--- src/rtl/irq_pkg.sv ---
package irq_pkg;

    typedef enum logic [1:0] {
        ST_READY = 2'd0,
        ST_ENTER = 2'd1,
        ST_LEAVE = 2'd2
    } ctl_state_e;

endpackage

--- src/rtl/irq_lowest_set.sv ---
module irq_lowest_set #(
    parameter int N = 16,
    parameter int W = $clog2(N)
) (
    input  logic [N-1:0] vec_i,
    output logic         found_o,
    output logic [W-1:0] idx_o
);

    always_comb begin
        found_o = 1'b0;
        idx_o   = '0;
        for (int i = N - 1; i >= 0; i--) begin
            if (vec_i[i]) begin
                found_o = 1'b1;
                idx_o   = W'(i);
            end
        end
    end

endmodule

--- src/rtl/irq_vec_table.sv ---
module irq_vec_table #(
    parameter int NLVL = 16,
    parameter int AW   = 32,
    parameter int LW   = $clog2(NLVL)
) (
    input  logic          clk,
    input  logic          rst_n,
    input  logic          we_i,
    input  logic [LW-1:0] wsel_i,
    input  logic [AW-1:0] wdata_i,
    input  logic [LW-1:0] rsel_i,
    output logic [AW-1:0] rdata_o
);

    logic [AW-1:0] entry_q [NLVL];

    for (genvar g = 0; g < NLVL; g++) begin : g_entry
        always_ff @(posedge clk or negedge rst_n) begin
            if (!rst_n) begin
                entry_q[g] <= '0;
            end else if (we_i && (wsel_i == LW'(g))) begin
                entry_q[g] <= wdata_i;
            end
        end
    end

    assign rdata_o = entry_q[rsel_i];

endmodule

--- src/rtl/irq_nest_ctrl.sv ---
module irq_nest_ctrl
    import irq_pkg::*;
#(
    parameter int NLVL = 16,
    parameter int AW   = 32,
    parameter int LW   = $clog2(NLVL)
) (
    input  logic            clk,
    input  logic            rst_n,
    input  logic [NLVL-1:0] raise_i,
    input  logic [NLVL-1:0] enable_i,
    input  logic            nest_en_i,
    input  logic            vec_we_i,
    input  logic [LW-1:0]   vec_sel_i,
    input  logic [AW-1:0]   vec_data_i,
    input  logic [AW-1:0]   cur_pc_i,
    input  logic            ret_i,
    input  logic            ret_tag_i,
    output logic [NLVL-1:0] pend_o,
    output logic [NLVL-1:0] inserv_o,
    output logic            take_o,
    output logic [LW-1:0]   take_level_o,
    output logic [AW-1:0]   take_vector_o,
    output logic [AW-1:0]   saved_ret_o
);

    ctl_state_e state_q, state_d;

    logic [NLVL-1:0] pend_q;
    logic [NLVL-1:0] inserv_q;
    logic [NLVL-1:0] cand;
    logic            cand_found;
    logic [LW-1:0]   cand_idx;
    logic            act_found;
    logic [LW-1:0]   act_idx;
    logic            may_preempt;
    logic            self_nest;
    logic            take_now;
    logic [NLVL-1:0] take_mask;
    logic [NLVL-1:0] retire_mask;
    logic [AW-1:0]   vec_rd;

    assign cand = pend_q & enable_i;

    irq_lowest_set #(.N(NLVL), .W(LW)) u_cand_enc (
        .vec_i   (cand),
        .found_o (cand_found),
        .idx_o   (cand_idx)
    );

    irq_lowest_set #(.N(NLVL), .W(LW)) u_act_enc (
        .vec_i   (inserv_q),
        .found_o (act_found),
        .idx_o   (act_idx)
    );

    irq_vec_table #(.NLVL(NLVL), .AW(AW), .LW(LW)) u_vtab (
        .clk     (clk),
        .rst_n   (rst_n),
        .we_i    (vec_we_i),
        .wsel_i  (vec_sel_i),
        .wdata_i (vec_data_i),
        .rsel_i  (cand_idx),
        .rdata_o (vec_rd)
    );

    // Arbitration: strictly higher priority, or re-entry of the active level
    // when self-nesting is allowed.
    assign self_nest   = act_found && (cand_idx == act_idx);
    assign may_preempt = cand_found &&
                         (!act_found || (cand_idx < act_idx) || (self_nest && nest_en_i));
    assign take_now    = (state_q == ST_READY) && !ret_i && may_preempt;

    always_comb begin
        take_mask = '0;
        if (take_now) begin
            take_mask[cand_idx] = 1'b1;
        end
    end

    always_comb begin
        retire_mask = '0;
        if (ret_i && act_found && !ret_tag_i) begin
            retire_mask[act_idx] = 1'b1;
        end
    end

    // Next-state logic
    always_comb begin
        state_d = state_q;
        unique case (state_q)
            ST_READY: begin
                if (ret_i)         state_d = ST_LEAVE;
                else if (take_now) state_d = ST_ENTER;
            end
            ST_ENTER: begin
                if (ret_i) state_d = ST_LEAVE;
                else       state_d = ST_READY;
            end
            ST_LEAVE: begin
                if (ret_i) state_d = ST_LEAVE;
                else       state_d = ST_READY;
            end
            default: state_d = ST_READY;
        endcase
    end

    // State register
    always_ff @(posedge clk or negedge rst_n) begin
        if (!rst_n) begin
            state_q <= ST_READY;
        end else begin
            state_q <= state_d;
        end
    end

    // Level bookkeeping: latch, entry and retirement
    always_ff @(posedge clk or negedge rst_n) begin
        if (!rst_n) begin
            pend_q   <= '0;
            inserv_q <= '0;
        end else begin
            pend_q   <= (pend_q & ~take_mask) | raise_i;
            inserv_q <= (inserv_q & ~retire_mask) | take_mask;
        end
    end

    // Outputs
    always_ff @(posedge clk or negedge rst_n) begin
        if (!rst_n) begin
            take_o        <= 1'b0;
            take_level_o  <= '0;
            take_vector_o <= '0;
            saved_ret_o   <= '0;
        end else begin
            take_o <= take_now;
            if (take_now) begin
                take_level_o  <= cand_idx;
                take_vector_o <= vec_rd;
                saved_ret_o   <= (cur_pc_i & ~AW'(1)) | AW'(self_nest);
            end
        end
    end

    assign pend_o   = pend_q;
    assign inserv_o = inserv_q;

endmodule

--- config.mk ---
export PLATFORM = sky130hd
export DESIGN_NAME = irq_nest_ctrl
export DESIGN_NICKNAME = d
export VERILOG_FILES = /design/src/rtl/irq_pkg.sv /design/src/rtl/irq_lowest_set.sv /design/src/rtl/irq_vec_table.sv /design/src/rtl/irq_nest_ctrl.sv
export SDC_FILE = /design/constraint.sdc
export NUM_CORES = 1
export LEC_CHECK = 0
export BUFFER_PORTS_ARGS = -buffer_cell sky130_fd_sc_hd__clkbuf_2
export CAP_MARGIN = 20
export CORE_UTILIZATION = 50
export DETAILED_ROUTE_END_ITERATION = 10
export PLACE_DENSITY = 0.76
export SKIP_CTS_REPAIR_TIMING = 1
export SYNTH_ARGS = -nofsm -noshare
export SYNTH_HDL_FRONTEND = slang
export SYNTH_SLANG_ARGS = --single-unit
--- constraint.sdc ---
create_clock -name clk -period 6.5 [get_ports clk]
set_clock_uncertainty 0.2 [all_clocks]
set_input_delay 0.325 -clock clk [delete_from_list [all_inputs] [get_ports clk]]
set_output_delay 0.325 -clock clk [all_outputs]
set_load 0.02 [all_outputs]
# After elaboration in Yosys (flattened, before gate mapping)
# Index checks and enable logic that the tools add are counted.
[word_totals]
n_memories = 0
latchBits = 0
ramBits = 0
register_bits = 615
rom_bits = 0
[op_classes]
add_sub_neg = 0
eq_ne = 19
shifts = 0
n_div = 0
n_reduce_logical = 33
n_mux = 77
n_mul = 0
order_cmp = 6
n_bitwise = 9
[ops]
columns = ["operator", "count"]
rows = [
  ["$bmux 32 s4", 1],
  ["$mux 4", 32],
  ["$mux 32", 2],
  ["$and 16x16->16", 3],
  ["$mux 1", 34],
  ["$eq 4x4->1 const B", 8],
  ["$mux 16", 2],
  ["$not 16->16", 2],
  ["$or 16x16->16", 2],
  ["$or 32x1->32", 1],
  ["$logic_and 1x1->1", 25],
  ["$eq 4x3->1 const B", 4],
  ["$lt 4x5->1 const B", 2],
  ["$demux 1 s4", 2],
  ["$eq 4x2->1 const B", 2],
  ["$ge 4x1->1 const B", 2],
  ["$mux 2", 3],
  ["$ge 5x5->1 const B", 1],
  ["$not 4->5", 1],
  ["$eq 4x1->1 const B", 1],
  ["$eq 4x4->1", 1],
  ["$logic_not 4->1", 1],
  ["$lt 4x4->1", 1],
  ["$pmux 2 s2", 1],
  ["other kinds (7)", 10],
]

# Depth between registers and ports, before layout
# Gate-level depths: netlist (run 1).
[logic_depth]
word_depth = 27
mapped_depth = 16
ltp_nobuf = 14

# Cells and area by module
# Synthesis (run 1) repeated with hierarchy kept, for this count alone.
[hier_totals]
hier_cells = 1784
hier_area_um2 = 27317.4
[modules_own_cells]
columns = ["mod", "n_inst", "area_per_inst_um2", "cells_per_inst"]
rows = [
  ["irq_vec_table", 1, 22770.6, 1405],
  ["irq_nest_ctrl", 1, 4189.0, 313],
  ["irq_lowest_set", 2, 178.9, 33],
]

# Worst setup path before layout (run 1)
# Ideal clock, no wire load.
[synth_timing]
path_type = "register -> register"
start = "reg pend_q[9], in the netlist pend_o[9]"
end = "reg take_vector_o[1]"
path_stages_with_launch = 15
slack_ns = 3.075
setup_time_ns = 0.126
n_path_buf = 3
required_time_ns = 6.174
period_less_slack_ns = 3.425
arrival_time_ns = 3.099
cell_sequence = "dfrtp_1 > a222oi_1 > o21ai_1 > a32oi_2 > buf_2 > buf_4 > ha_1 > nor2b_1 > o211ai_1 > a211o_1 > nand2_2 > buf_6 > a221oi_1 > o211ai_1 > o32a_1"
[synth_between]
elab_chain_len = 17
[synth_lines]
columns = ["element", "line_no", "text"]
rows = [
  ["start, declared", "irq_nest_ctrl.sv:29", "logic [NLVL-1:0] pend_q;"],
  ["start signal, assigned", "irq_nest_ctrl.sv:123", "pend_q <= (pend_q & ~take_mask) | raise_i;"],
  ["$and 16x16->16 *", "irq_nest_ctrl.sv:43", "assign cand = pend_q & enable_i;"],
  ["branches (longest 16 deep; another with $bmux 32 s4)", "n/a", ""],
  ["end signal, assigned", "irq_nest_ctrl.sv:139", "take_vector_o <= vec_rd;"],
  ["end, declared", "irq_nest_ctrl.sv:23", "output logic [AW-1:0] take_vector_o,"],
]
# Every way passes the cells marked *. The select of a mux whose other input is x is not followed.
# A chain may end at the register's enable or synchronous reset.

# Final worst setup path (run 1)
[layout_timing]
start = "reg pend_q[6], in the netlist pend_o[6]"
end = "reg take_vector_o[9]"
[layout_between]
elab_chain_len = 14
[layout_lines]
columns = ["element", "line_no", "text"]
rows = [
  ["$and 16x16->16 *", "irq_nest_ctrl.sv:43", ""],
  ["$mux 4 * (7 in a row)", "irq_lowest_set.sv:14", "if (vec_i[i]) begin"],
  ["net cand_idx[1]", "irq_nest_ctrl.sv:33", "logic [LW-1:0] cand_idx;"],
  ["branches (longest 6 deep; another with $bmux 32 s4)", "n/a", ""],
]
# Mark *: on every way through the listed nets, which the timed path passes. The select of a mux whose other input is x is not followed.

==> impl_results.md, run 1 <==
* Cell leakage power at 0.0144 µW
* Share of Yosys cell area claimed by the top area cell type at 0.553
* Synth warn at 0
* FMAX at 0.205 GHz
* Vias in the first global route at 20.0k
* Max-Cap Viols at 0
* Post-synthesis sequential area ratio at 0.553
* Placeable Area at 0.0551 mm²
* Crit path time final at 4.87 ns
* Endpoint class of the critical path: register
* Largest net degree at the start of global routing at between 200 and 250
* DRC Markers at 0
* Internal power at 8390 µW
* Combinational power share at 0.254
* Post-synth EDFFs at 0
* Slowest stage delay, CP at 0.64 ns
* Count leader, synth: dfrtp_1
* Chip width at 238 µm
* Async set-reset flop share out of synthesis at 1.00
* Sequential cell area at between 0.015 and 0.02 mm²
* FP Rows at 86
* Number of fill cells at about 4.3k
* Share of cells above drive strength 1 at 0.378
* Endpoints failing setup at 0
* Pwr Density at 379 mW/mm²
* CP dominant cell by count: o211ai_1
* CTS tree: built
* Clock network power share at 0.305
* # H-tree levels at 3
* Footprint of the multi-input gates at 0.0119 mm²
* Ports at 207
* Cell area after synthesis at between 0.02 and 0.03 mm²
* Post-layout util at 0.587
* RSZ-0062 raised after global routing: false
* Failing checks: hold timing
* Setup_tns at 0 ns
* DRT antenna net count at 0
* Clk slew on worst S/H paths at approximately 0.06 ns
* HPWL after detailed placement at 43600 µm
* Area grow syn2layout at 16.2%
* Die Footprint at roughly 0.057 mm²
* Avg WL per Cell at about 23 µm
* First-pass GRT wire length at ~120000 µm
* Critical path's slowest cell: inv_4
* Synth unique cells at 67
* DP Cell Count at 3082
* Cells taking the most area after synthesis: dfrtp_1 (55%), mux2_2 (22%), nand2_1 (4.2%)
* Worst relative slew slack at 0.195
* Via/cell ratio at about 6.1
* Seq pwr share at 0.441
* Initial Util at 0.506
* Worst-Margin Slew at 1.21 ns
* Sink Count at approximately 620
* Post-Syn Instances at 2249
* Detailed Route WL at around 76000 µm
* Clock tree buffer depth at 3
* Critical Path Fanout Max at 77
* NetSw at 3880 µW
* Root Driver: clkbuf_16
* Final GP Congestion at 0.867
* Arr. time, crit path at 5.16 ns
* Worst EP required at 6.79 ns
* Outcome: complete, but fails checks
* Skew-Pair Late Insertion Delay at 0.61 ns
* Port Buf Inserts at 205
* Initial antenna violation count at 4
* Grt total ovfl at 0
* Syn Nets at 2361
* Final hold violations at 9
* Synth top cells by count: dfrtp_1 (615), mux2_2 (554), nand2_1 (314), clkbuf_1 (98), mux2i_1 (72)
* Slew Limit Fails at 0
* Hold Worst Slack at -0.00617 ns
* Synth Register Bits at 615
* Pre-Repair DR Iteration Count at 9
* Max VDD drop at 0.000197 V
* Sw Share at 0.316
* Critical path buffer and inverter count at 3
* Nets at about 2.6k
* Post-synthesis cell type with the largest combined area: dfrtp_1
* Main synth FF type: dfrtp_1
* Fin crit share at 0.749
* Kind of critical path: reg -> reg
* Drt initial violations at 1507
* Total CTS buffers at 66
* CP top delay family: compound AO/OA/AOI/OAI gates
* Gr usage total at 0.265
* Crit path launch type: register
* Hold Crit Class: in -> reg
* Vias at 19.8k
* Avg Cell Area, Syn at 12.4 µm²
* Die span in y at about 240 µm
* Non-Filler Instances at ~3.3k
* CP Cell Sequence: a22oi_1 -> o211ai_1 -> and2_0 -> o21ai_0 -> inv_1 -> ha_1 -> nor2b_1 -> o211ai_1 -> a211o_1 -> nand2_2 -> inv_4 -> buf_4 -> nand2_1 -> o32a_1
[registers in the layout, summed over array words and instances, names as in the netlist]
signal and cells:
take_vector_o 32, inserv_o 16, u_vtab.entry_q 512, saved_ret_o 32
take_o 1, state_q 2, pend_o 16, take_level_o 4
[placed cells by master, fill, tap and decap left out, drive strengths merged, types with 10 or more instances in the layout]
cell / count
nor2: 56
a222oi: 28
nand3: 58
dlygate4sd3: 53
a221oi: 12
mux2i: 72
nand2: 315
a22o: 19
clkbuf: 294
a41oi: 16
a21oi: 33
mux2: 569
a21o: 17
clkinv: 17
nand2b: 10
inv: 22
a31oi: 11
buf: 46
dfrtp: 615
a211oi: 29
o21ai: 43
a2111oi: 23
and2: 22
[worst reg2reg max path: cells and delay by family (launching register included)]
family / cells / cell delay (ns)
adder cells (fa/ha/maj): 1 / 0.30
flip-flops: 1 / 0.44
buffers and inverters: 3 / 1.35
AO/OA/AOI/OAI: 6 / 1.78
AND/OR/NAND/NOR: 4 / 0.68
[final cells by class]
class / instances / area share
flip-flops and latches: 615 / 0.476
multi-input cells: 1452 / 0.367
repair buffers: 303 / 0.0602
clock buffers: 90 / 0.0576
well taps: 748 / 0.0289
clock inverters: 28 / 0.00881
inverters: 18 / 0.00217
diodes: 2 / 0.000155
[power by group through the flow]
stage | registers, µW | logic (µW) | clock network (µW)
final | 5420 | 3120 | 3740
after global routing | 5520 | 3390 | 3930
after CTS | 5400 | 3090 | 3790
after detailed placement | 5450 | 3070 | 0
after global placement | 5370 | 2940 | 0
after floorplan | 5570 | 1930 | 0
[stage by stage]
stage                     cell area (µm²)  hold slack (ns)  power [µW]  worst slack, ns
after floorplan                     27900           -0.171        7500             3.08
after global placement              29700            0.254        8310             1.94
after detailed placement            29700            0.266        8520             1.74
after CTS                           31800           -0.370       12300             1.73
after global routing                32400          0.00434       12800             1.30
final                               32400         -0.00617       12300             1.63
[layer usage]
metal / GRT usage / wire, µm / up-vias
li1: - / - / 8535
met1: 0.338 / 30400 / 10200
met2: 0.441 / 37200 / 845
met3: 0.0540 / 5550 / 206
met4: 0.111 / 2880 / 4
met5: 0 / 20 / -
[worst paths after layout]
kind,from,end,slack (ns),cells past startpoint
hold / removal,vec_data_i[15],u_vtab.entry_q[143]$_DFFE_PN0P_,-0.006,2
max in group asynchronous,rst_n,u_vtab.entry_q[451]$_DFFE_PN0P_,4.25,3
hold reg to reg,saved_ret_o[23]$_DFFE_PN0P_,saved_ret_o[23]$_DFFE_PN0P_,0.28,2
setup reg to reg,pend_o[6]$_DFF_PN0_,take_vector_o[9]$_DFFE_PN0P_,1.63,14
min in group asynchronous,rst_n,u_vtab.entry_q[61]$_DFFE_PN0P_,0.19,2
setup / recovery,pend_o[6]$_DFF_PN0_,take_vector_o[9]$_DFFE_PN0P_,1.63,14
[logic make-up (layout without fill, tap and decap cells)]
kind of cell,Yosys count,in the layout,share of synthesized area
muxes,641,641,0.256
other,0,2,0
AOI/OAI and AO/OA,297,297,0.0815
adders and majority gates,6,6,0.00270
DFF,615,615,0.553
and+or+nand+nor,508,508,0.0800
buffers and inverters,182,439,0.0274
Note: power is estimated with default switching activity, not from simulation.
==> inputs of run 2 (changes only) <==
==> constraint.sdc (replaced) <==
create_clock -name clk -period 4.6 [get_ports clk]
set_clock_uncertainty 0.2 [all_clocks]
set_input_delay 0.23 -clock clk [delete_from_list [all_inputs] [get_ports clk]]
set_output_delay 0.23 -clock clk [all_outputs]
set_load 0.02 [all_outputs]
==> impl_results.md, run 2 (synthesis results as in run 1) <==
* Cell leakage power at 0.0146 µW
* Final hold violations at 0
* Initial Util at 0.506
* First-pass GRT wire length at 117000 µm
* Pwr Density at roughly 530 mW/mm²
* Clk slew on worst S/H paths at 0.06 ns
* Die span in y at between 200 and 250 µm
* Pre-Repair DR Iteration Count at 6
* Chip width at 238 µm
* Worst relative slew slack at 0.234
* Share of cells above drive strength 1 at 0.375
* Crit path time final at ~4.3 ns
* Critical path's slowest cell: a22oi_1
* DP Area at 0.0298 mm²
* Placeable Area at 0.0551 mm²
* Setup ws final at 0.306 ns
* Worst r2r src: pend_o[6]$_DFF_PN0_
* Critical Path Fanout Max at 60
* Root Driver: clkbuf_16
* Gr usage total at 0.267
* DRT antenna net count at 0
* Total CTS buffers at just over 60
* Slew Limit Fails at 0
* FP Rows at 86
* Commonest non-fill, non-tap cell in the layout: dfrtp_1
* Post-layout util at 0.595
* Detailed Route WL at 76300 µm
* Endpoints failing setup at 0
* Max reg flops at 512
* # H-tree levels at 2
* Clock tree buffer depth at 3
* CP Cell Sequence: a22oi_1 -> o211ai_1 -> and2_0 -> o21ai_0 -> inv_1 -> ha_1 -> nor2b_1 -> o211ai_1 -> a211o_1 -> nand2_2 -> inv_4 -> buf_12 -> nand2_1 -> o21ai_0 -> nand2b_1
* Endpoint class of the critical path: register
* CP top delay family: compound AO/OA/AOI/OAI gates
* Vias at about 20k
* Crit path launch type: register
* CTS tree: built
* Arr. time, crit path at 4.61 ns
* Area grow syn2layout at 17.6%
* HPWL after detailed placement at 46900 µm
* Startpoint of the worst hold path: enable_i[0]
* Vias in the first global route at 20.0k
* Max VDD drop at 0.000311 V
* Die Footprint at 0.0567 mm²
* Largest net degree at the start of global routing at 119
* Slowest stage delay, CP at 0.48 ns
* Commonest cells after routing, fill and taps aside: dfrtp_1 (615), mux2_2 (554), nand2_1 (313)
* Port Buf Inserts at 205
* Fin crit share at 0.933
* Skew-Pair Late Insertion Delay at 0.63 ns
* Setup_tns at 0 ns
* Biggest register: u_vtab.entry_q
* Max-Cap Viols at 0
* Worst EP required at 4.91 ns
* Post-Place Worst Slack at 0.475 ns
* Largest regs: u_vtab.entry_q x512, saved_ret_o x32, take_vector_o x32
* Initial antenna violation count at 2
* Via/cell ratio at between 6 and 7
* Ports at 207
* Number of fill cells at 4278
* Drt initial violations at 1786
* FMAX at ~0.23 GHz
* DRC Markers at 0
* Nets at 2606
* RSZ-0062 raised after global routing: false
* Sink Count at 615
* Critical path buffer and inverter count at 3
* Avg WL per Cell at 23.2 µm
* Grt total ovfl at 0
* Outcome: finished clean
* Kind of critical path: reg -> reg
* Setup crit start: pend_o[6]$_DFF_PN0_
* Worst-Margin Slew at roughly 1.1 ns
* Finished Cell Area at 0.0328 mm²
* Final GP Congestion at about 0.9
* Hold Crit Class: in -> reg
## run 2: cell types whose count changed in the layout (fill, tap and decap cells not counted), sizes merged
cell,previous run,this run
dlygate4sd3,53,85
bufinv,4,5
clkinv,17,16
diode,2,1
buf,46,57
inv,22,19
clkinvlp,3,1
## run 2: worst paths after layout
| check | end | slack, ns | depth (start not counted) |
|---|---|---|---|
| min in group asynchronous | saved_ret_o[12]$_DFFE_PN0P_ | 0.11 | 2 |
| worst min register to register | saved_ret_o[22]$_DFFE_PN0P_ | 0.28 | 2 |
| max in group asynchronous | u_vtab.entry_q[377]$_DFFE_PN0P_ | 2.99 | 3 |
| worst min-delay path | take_level_o[1]$_DFFE_PN0P_ | 0.01 | 4 |
| worst max-delay path | pend_o[15]$_DFF_PN0_ | 0.31 | 15 |
| worst max register to register | pend_o[15]$_DFF_PN0_ | 0.31 | 15 |
## run 2: final cells by class
cell class | count | area (µm²) | share of cell area
tap | 748 | 936 | 0.0286
sequential | 615 | 15400 | 0.470
inverter | 18 | 70.1 | 0.00214
antenna | 1 | 2.50 | 0.0000764
clock buffer | 90 | 1830 | 0.0558
multi-input combinational | 1452 | 11900 | 0.362
clock inverter | 23 | 246 | 0.00752
timing repair buffer | 346 | 2430 | 0.0742
## run 2: metrics by stage
stage          hold WS [ns]  power [µW]  cells
2_1_floorplan        -0.266       10600   2249
3_3_place_gp          0.208       11800   3094
3_5_place_dp          0.217       12100   3094
4_1_cts              -0.449       17200   3207
5_1_grt              0.0929       18100   3293
6_report             0.0135       17200   3293
## run 2: routing by layer
| metal | wire length [µm] | global-route usage | share of wire | vias up |
|---|---|---|---|---|
| met5 | 11 | 0.000866 | 0.00014 | - |
| met4 | 2350 | 0.0956 | 0.031 | 2 |
| met3 | 4980 | 0.0451 | 0.065 | 175 |
| met2 | 37800 | 0.448 | 0.50 | 744 |
| met1 | 31100 | 0.349 | 0.41 | 10300 |
| li1 | - | - | - | 8621 |
## run 2: worst register-to-register path: cells and delay by family, from the launching register on
kind / cells / cell delay (ns)
compound gates: 6 / 1.67
fa+ha+maj: 1 / 0.30
buf+inv: 3 / 0.65
flops: 1 / 0.43
simple gates: 5 / 0.92
## run 2: power by group
part	internal, µW	switching, µW	total, µW	leakage (µW)
combinational	2020	2440	4450	0.00613
clock	3020	2110	5120	0.00104
sequential	6830	834	7660	0.00748
==> inputs of run 3 (changes only) <==
--- a/config.mk
+++ b/config.mk
@@ -10,7 +10,9 @@
 export CORE_UTILIZATION = 50
 export DETAILED_ROUTE_END_ITERATION = 10
 export PLACE_DENSITY = 0.76
+export RECOVER_POWER = 100
 export SKIP_CTS_REPAIR_TIMING = 1
+export SLEW_MARGIN = 40
 export SYNTH_ARGS = -nofsm -noshare
 export SYNTH_HDL_FRONTEND = slang
 export SYNTH_SLANG_ARGS = --single-unit
==> impl_results.md, run 3 (synthesis results as in run 1) <==
* CP Cell Sequence: a22oi_1 -> o211ai_1 -> and2_0 -> o21ai_0 -> inv_1 -> ha_1 -> nor2b_1 -> o211ai_1 -> a211o_1 -> nand2_2 -> inv_4 -> buf_12 -> nand2_1 -> o21ai_0 -> nand2b_1
* Largest net degree at the start of global routing at roughly 100
* Number of fill cells at between 4k and 5k
* FMAX at approximately 0.24 GHz
* Area grow syn2layout at 17.6%
* Critical path's slowest cell: dfrtp_1
* Setup_tns at 0 ns
* Clock tree buffer depth at 3
* Share of cells above drive strength 1 at 0.346
* Commonest cells after routing, fill and taps aside: dfrtp_1 (615), mux2_2 (554), nand2_1 (314)
* Fin crit share at 0.912
* Crit path launch type: register
* Slowest stage delay, CP at between 0.4 and 0.5 ns
* HPWL after detailed placement at 47500 µm
* Port Buf Inserts at 205
* RSZ-0062 raised after global routing: false
* Avg WL per Cell at 23.3 µm
* Biggest register: u_vtab.entry_q
* Worst relative slew slack at -0.652
* Critical Path Fanout Max at 60
* Detailed Route WL at roughly 77000 µm
* Endpoint class of the critical path: register
* Via/cell ratio at 6.03
* Total Power at ~17000 µW
* DRT antenna net count at 0
* Skew-Pair Late Insertion Delay at 0.63 ns
* Root Driver: clkbuf_16
* Drt initial violations at about 1.7k
* Failing checks: capacitance limit, slew limit
* Footprint of the multi-input gates at 0.0119 mm²
* Endpoints failing setup at 0
* Ports at 207
* Slew Limit Fails at 586
* Clk slew on worst S/H paths at about 0.060 ns
* Max reg flops at slightly above 500
* Worst-Margin Slew at approximately 2.5 ns
* # H-tree levels at 2
* Largest regs: u_vtab.entry_q x512, saved_ret_o x32, take_vector_o x32
* Sink Count at 615
* Cell leakage power at roughly 0.014 µW
* Crit path time final at ~4.2 ns
* Placeable Area at 0.0551 mm²
* Chip width at 238 µm
* Pwr Density at 529 mW/mm²
* Gr usage total at 0.267
* Hold Crit Class: in -> reg
* Die Footprint at 0.0567 mm²
* Max VDD drop at 0.000345 V
* Sequential cell area at between 0.015 and 0.02 mm²
* Nets at 2611
* Vias at 19.9k
* Commonest non-fill, non-tap cell in the layout: dfrtp_1
* Final GP Congestion at 0.900
* Initial antenna violation count at 2
* Worst EP required at roughly 4.9 ns
* First-pass GRT wire length at 117000 µm
* Kind of critical path: reg -> reg
* Final hold violations at 0
* Outcome: complete, but fails checks
* Initial Util at 0.506
* Total CTS buffers at between 60 and 70
* Arr. time, crit path at 4.51 ns
* Max-Cap Viols at 7
* Vias in the first global route at 20.1k
* CTS tree: built
* Die span in y at 238 µm
* FP Rows at 86
* DRC Markers at 0
* Grt total ovfl at 0
* CP top delay family: compound AO/OA/AOI/OAI gates
* Critical path buffer and inverter count at 3
* Pre-Repair DR Iteration Count at 5
run 3: cell count changes in the layout (fill, tap and decap cells not counted), sizes merged:
cell / before / now
clkinvlp: 1 / 3
diode: 1 / 2
clkinv: 16 / 14
bufinv: 5 / 7
dlygate4sd3: 85 / 84
buf: 57 / 54
clkbuf: 294 / 303
run 3: per-stage QoR:
stage                util  instances  instance area, µm²  hold slack (ns)  setup slack [ns]
floorplan               -       2249               27900           -0.266              1.18
global placement    0.542       3094               29800            0.208             0.533
detailed placement  0.544       3099               30000          -0.0263             0.491
CTS                 0.583       3214               32100           -0.696             0.483
global route        0.594       3300               32700           0.0815            0.0216
finish              0.594       3301               32700           0.0139             0.403
run 3: metal layers:
layer  vias up  wire length [µm]  global-route usage
met5         -                13                   0
met4         2              2440              0.0985
met3       173              4920              0.0437
met2       740             38200               0.454
met1     10400             31200               0.345
li1       8652                 -                   -
run 3: path summary, 6_finish.rpt:
path / from / to / slack, ns / cells past startpoint
min in group asynchronous: rst_n / saved_ret_o[27]$_DFFE_PN0P_ / 1.11 / 3
hold / removal: enable_i[0] / take_level_o[1]$_DFFE_PN0P_ / 0.01 / 4
setup / recovery: pend_o[6]$_DFF_PN0_ / pend_o[15]$_DFF_PN0_ / 0.40 / 15
max in group asynchronous: rst_n / u_vtab.entry_q[214]$_DFFE_PN0P_ / 1.34 / 4
setup reg to reg: pend_o[6]$_DFF_PN0_ / pend_o[15]$_DFF_PN0_ / 0.40 / 15
hold reg to reg: take_level_o[0]$_DFFE_PN0P_ / take_level_o[0]$_DFFE_PN0P_ / 0.28 / 2
run 3: worst register-to-register path, delay by kind of cell (launching register included):
family | cells | cell delay [ns]
fa+ha+maj | 1 | 0.30
compound gates | 6 | 1.60
flops | 1 | 0.43
buf+inv | 3 | 0.65
simple gates | 5 | 0.90
run 3: report_power, final:
group          switching, µW  total [µW]  internal (µW)  leakage, µW
logic                   2460        4400           1940      0.00589
registers                830        7660           6830      0.00748
clock network           2120        5270           3150      0.00106
run 3: final cells by class:
class                           instances  share of cell area
Sequential cell                       615               0.470
Multi-Input combinational cell       1452               0.363
Tap cell                              748              0.0286
Antenna cell                            2            0.000153
Inverter                               18             0.00214
Clock inverter                         25             0.00951
Clock buffer                           90              0.0561
Timing Repair Buffer                  351              0.0708
